**config.mk**
```make
export PLATFORM = sky130hd
export DESIGN_NAME = ring_ctl_unit
export DESIGN_NICKNAME = d
export VERILOG_FILES = /design/src/rtl/ring_ctl_unit.sv
export SDC_FILE = /design/constraint.sdc
export NUM_CORES = 1
export LEC_CHECK = 0
export ABC_AREA = 1
export BUFFER_PORTS_ARGS = -buffer_cell sky130_fd_sc_hd__buf_2
export CAP_MARGIN = 15
export CORE_AREA = 4 4 41 43
export DETAILED_ROUTE_END_ITERATION = 8
export DIE_AREA = 0 0 45 47
export PLACE_DENSITY = 0.62
export SLEW_MARGIN = 20
export SYNTH_ARGS = -nofsm -noshare
export SYNTH_HDL_FRONTEND = slang
export SYNTH_SLANG_ARGS = --single-unit
export TNS_END_PERCENT = 30
```
**constraint.sdc**
```tcl
create_clock -name clk -period 1.7 [get_ports clk]
set_input_delay 0.34 -clock clk [delete_from_list [all_inputs] [get_ports clk]]
set_output_delay 0.34 -clock clk [all_outputs]
set_load 0.05 [all_outputs]
```
**src/rtl/ring_ctl_unit.sv**
```systemverilog
module ring_ctl_unit (
  input  logic        clk,
  input  logic        rst,
  input  logic [15:0] instr,
  input  logic        acc_zero,
  output logic [2:0]  phase,
  output logic [1:0]  alu_fn,
  output logic        alu_sub,
  output logic [1:0]  pc_src,
  output logic        pc_load,
  output logic        pc_addr_oe,
  output logic        ir_addr_oe,
  output logic [1:0]  opd_sel,
  output logic        acc_load,
  output logic        ir_load,
  output logic        mem_we
);

  logic [2:0]  ring;
  logic [7:0]  dec_lo, dec_hi;
  logic [15:0] op;
  logic        fe, ex, take, imm;

  always_ff @(posedge clk) begin
    if (rst) ring <= 3'b001;
    else     ring <= {ring[1:0], ring[2]};
  end

  assign dec_lo = instr[15] ? 8'h00 : (8'h01 << instr[14:12]);
  assign dec_hi = instr[15] ? (8'h01 << instr[14:12]) : 8'h00;
  assign op     = {dec_hi, dec_lo};

  assign fe   = ring[0];
  assign ex   = ring[2];
  assign imm  = op[0] | op[1] | op[2] | op[3];
  assign take = ex & (op[8] | (op[9] & acc_zero) | (op[10] & ~acc_zero));

  assign phase      = ring;
  assign alu_fn     = (ex & (op[0] | op[4])) ? 2'b10 :
                      (ex & (op[1] | op[2])) ? 2'b00 :
                      (ex & op[3])           ? 2'b01 : 2'b11;
  assign alu_sub    = ex & op[2];
  assign pc_load    = fe | take;
  assign pc_src     = fe ? 2'b01 : (take ? 2'b00 : 2'b10);
  assign pc_addr_oe = fe;
  assign ir_addr_oe = ex & (op[4] | op[5]);
  assign opd_sel    = (ex & imm) ? 2'b01 : ((ex & op[4]) ? 2'b00 : 2'b10);
  assign acc_load   = ex & (imm | op[4]);
  assign ir_load    = fe;
  assign mem_we     = ex & op[5];

endmodule

```
Word-level counts from Yosys, hierarchy flattened
Cells that the tools add are included.

cells by class
  bitwise logic cells = 23
  shift-type cells = 1
  multiplexer cells = 9

operator list
  operator             number
  $mux 2               7
  $and 1x1->1          12
  $or 1x1->1           10
  $mux 6               1
  $shl 1x3->6 const A  1
  $mux 3               1
  $not 1->1            1

storage, ports and cells
  flip-flop bits (word level) = 3
  input bits = 19

Longest topological paths before layout
  depth in word-level cells = 8
  gate-level depth with buffers = 6

Least setup slack after synthesis
OpenSTA, ideal clock, no wires.

  kind = reg-to-output
  from = reg ring[2], in the netlist phase[2]
  to = out alu_sub
  setup slack = -0.569 ns
  stages on the path, launching flop included = 3
  arrival time = 1.929 ns
  data required time = 1.360 ns
  path buffers = 0
  cells stage by stage = dfxtp_1 -> nand2_4 -> nor3_1

on the way
  longest elaborated chain between the ends = 1

ends and longest elaborated chain
  what                      RTL line  text
  start: declaration        19        logic [2:0] ring;
  start signal: assignment  26        else ring <= {ring[1:0], ring[2]};
  $and 1x1->1               42        assign alu_sub = ex & op[2];
  end: declaration          8         output logic alu_sub,

No other way between the ends.

Worst setup path after layout
  from = reg ring[2], in the netlist phase[2]
  to = out acc_load

on the way
  longest elaborated chain between the ends = 1

ends and longest elaborated chain
  what              RTL line  text
  $and 1x1->1       48        assign acc_load = ex & (imm | op[4]);
  end: declaration  14        output logic acc_load,

No other way between the ends.

==> metrics.md <==
| Metric | Value |
|---|---|
| Most frequent cells in the layout | `buf_2 (22), nand2_1 (10), inv_1 (6)` |
| Final Cycle Share | `0.895` |
| Final WL | `611 µm` |
| Fill count | `159` |
| WP data required | `1.36 ns` |
| Pre-CTS setup slack | `0.255 ns` |
| Crit-path cells | `nand2_4 > nor2_2 > nor2_2 > inv_2 > buf_2` |
| GPL Wtd Cong | `0.611` |
| Hold buffers post-CTS | `0` |
| Tmin final | `1.52 ns` |
| Crit. End Element | `output port` |
| Number of global-route vias before repair | `275` |
| Core area | `1300 µm²` |
| Setup violators final | `0` |
| Synth Area in XOR/XNOR | `0` |
| First-pass GRT wire length | `993 µm` |
| Mux contribution to synthesized area | `0` |
| Max cap viols | `0` |
| CP most frequent cell | `nor2_2` |
| GR Util met2 | `0.105` |
| Multi-input gate area | `135 µm²` |
| Setup WS post-layout | `0.179 ns` |
| Post-placement cell area | `359 µm²` |
| I/O Buffers | `22` |
| Mapped Avg Cell Area | `6.12 µm²` |
| Worst Max-Slew Pin Slew | `0.252 ns` |
| WP buf/inv | `2` |
| Number of synthesized register bits | `3` |
| GRT Max-Usage Layer | `met2` |
| Longest Clk Path Bufs | `2` |
| CTS tree | `built` |
| Final Cell Area | `385 µm²` |
| Drt drc | `0` |
| Synth-to-layout area growth | `65.6%` |
| F_max | `0.658 GHz` |
| Adder-Cell Fraction of Synth Area | `0` |
| Pwr per Cell Area | `810 nW/µm²` |
| CTS root buf | `clkbuf_4` |
| CTS buffer count | `3` |
| RSZ-0062 raised after global routing | `false` |
| M3 GR Usage | `0.0460` |
| Leading area contributor after synthesis | `dfxtp_1` |
| Rows | `13` |
| Final-report hold violation count | `0` |
| Via count | `281` |
| Syn. warnings | `0` |
| Status | `finished, final reports clean` |
| GRT Overall Usage | `0.0647` |
| DIE AREA | `2120 µm²` |
| Max FFs per register | `3` |
| Detailed Routing Iterations Pass 1 | `1` |
| Post-synthesis sequential area ratio | `0.258` |
| Avg WL per Cell | `8.04 µm` |
| Overall Power | `312 µW` |
| Crit path max fanout | `5` |
| Largest net degree at the start of global routing | `6` |
| Antenna-violating nets left | `0` |
| Initial Util | `0.179` |
| Antenna diode count | `0` |
| Crit path largest cell delay | `0.36 ns` |
| Leakage | `0.000231 µW` |
| Post-synthesis instance area | `233 µm²` |
| Htree depth | `1` |
| # resized after CTS | `0` |
| Commonest non-fill, non-tap cell in the layout | `buf_2` |
| Simple-gate area share of the yosys netlist | `0.478` |
| Yosys cell types | `13` |
| Initial antenna violation count | `0` |
| Hold Slack | `0.283 ns` |
| Layout cell share with drive strength beyond 1 | `0.639` |
| Nets | `81` |
| Worst rel slew slack | `0.833` |
| Slew Limit Fails | `0` |
| Post-synthesis compound-gate area fraction | `0.0215` |
| Synth top area share | `0.258` |
| Delay-heaviest family, CP | `flip-flops` |
| Clk Latency, worst-skew pair | `0.23 ns` |
| Grt ovf | `0` |
| Final Util | `0.296` |
| Maximum VDD drop | `314 µV` |
| Die Y | `47 µm` |
| Die W | `45 µm` |
| Clk_skew | `0.00117 ns` |
| Clock transition at the registers of the reported paths | `0.04 ns` |
| Main combinational cell family by area after synthesis | `simple AND/OR/NAND/NOR gates` |
| Critical Path Start Type | `flip-flop` |
| HPWL after DPL | `529 µm` |
| Storage element area | `61.3 µm²` |
| Vias per inst | `3.70` |
| Syn Nets | `57` |
| Post-CTS Setup Bufs | `0` |
| Synth top area cells | `dfxtp_1 (26%), nand2_1 (16%), buf_4 (9.7%), inv_1 (9.7%), nor3_1 (6.5%)` |
| DR iter-0 viols | `0` |
| CTS Sinks | `3` |
| Min-delay worst type | `input port to flip-flop` |
| CP Class | `flip-flop to output port` |
| Met1 usage in global routing | `0.0680` |
| Crit path arrival time | `1.18 ns` |
| Gate Count Post-Synth | `38` |
| Slowest CP cell | `dfxtp_2` |
| # IOs | `35` |
-- path summary, 6_finish.rpt --
check           start  endpoint  slack [ns]  cells after the start
min               rst  phase[2]        0.28                      2
min reg2reg  phase[1]  phase[2]        0.41                      2
max          phase[2]  acc_load        0.18                      5
max reg2reg  phase[2]  phase[0]        0.97                      1
-- final cells by class --
| cell class | count | share of cell area |
|---|---|---|
| multi-input cells | 23 | 0.351 |
| repair buffers | 22 | 0.286 |
| clock buffers | 4 | 0.0682 |
| well taps | 15 | 0.0487 |
| flip-flops and latches | 3 | 0.159 |
| inverters | 9 | 0.0877 |
-- where the power goes --
group	leakage (µW)	switching, µW	internal [µW]
logic	0.000190	83.4	24.0
clock network	0.0000150	37.4	88.0
registers	0.0000254	3.76	75.4
total	0.000231	125	187
-- stage by stage --
stage	std cells	TNS [ns]
finish	76	0
global route	76	0
CTS	76	0
detailed placement	72	0
global placement	72	0
floorplan	38	-0.0746
-- synthesized netlist by cell type (all sizes together) --
cell and count:
dfxtp 3, buf 3, nor3 3, a21oi 1
nor2 6, inv 9, or2 1, nand2 12
-- kinds of logic (layout without fill, tap and decap cells) --
| kind of cell | after synthesis | count (layout) |
|---|---|---|
| AO/OA/AOI/OAI | 1 | 1 |
| buffers and inverters | 12 | 35 |
| flip-flops | 3 | 3 |
| AND/OR/NAND/NOR | 22 | 22 |
-- per-layer routing --
| metal | share of wire | vias to the layer above |
|---|---|---|
| met1 | 0.43 | 113 |
| met2 | 0.41 | 16 |
| li1 | - | 152 |
| met4 | 0 | 0 |
| met5 | 0 | - |
| met3 | 0.16 | 0 |
Note: power is estimated with default switching activity, not from simulation.
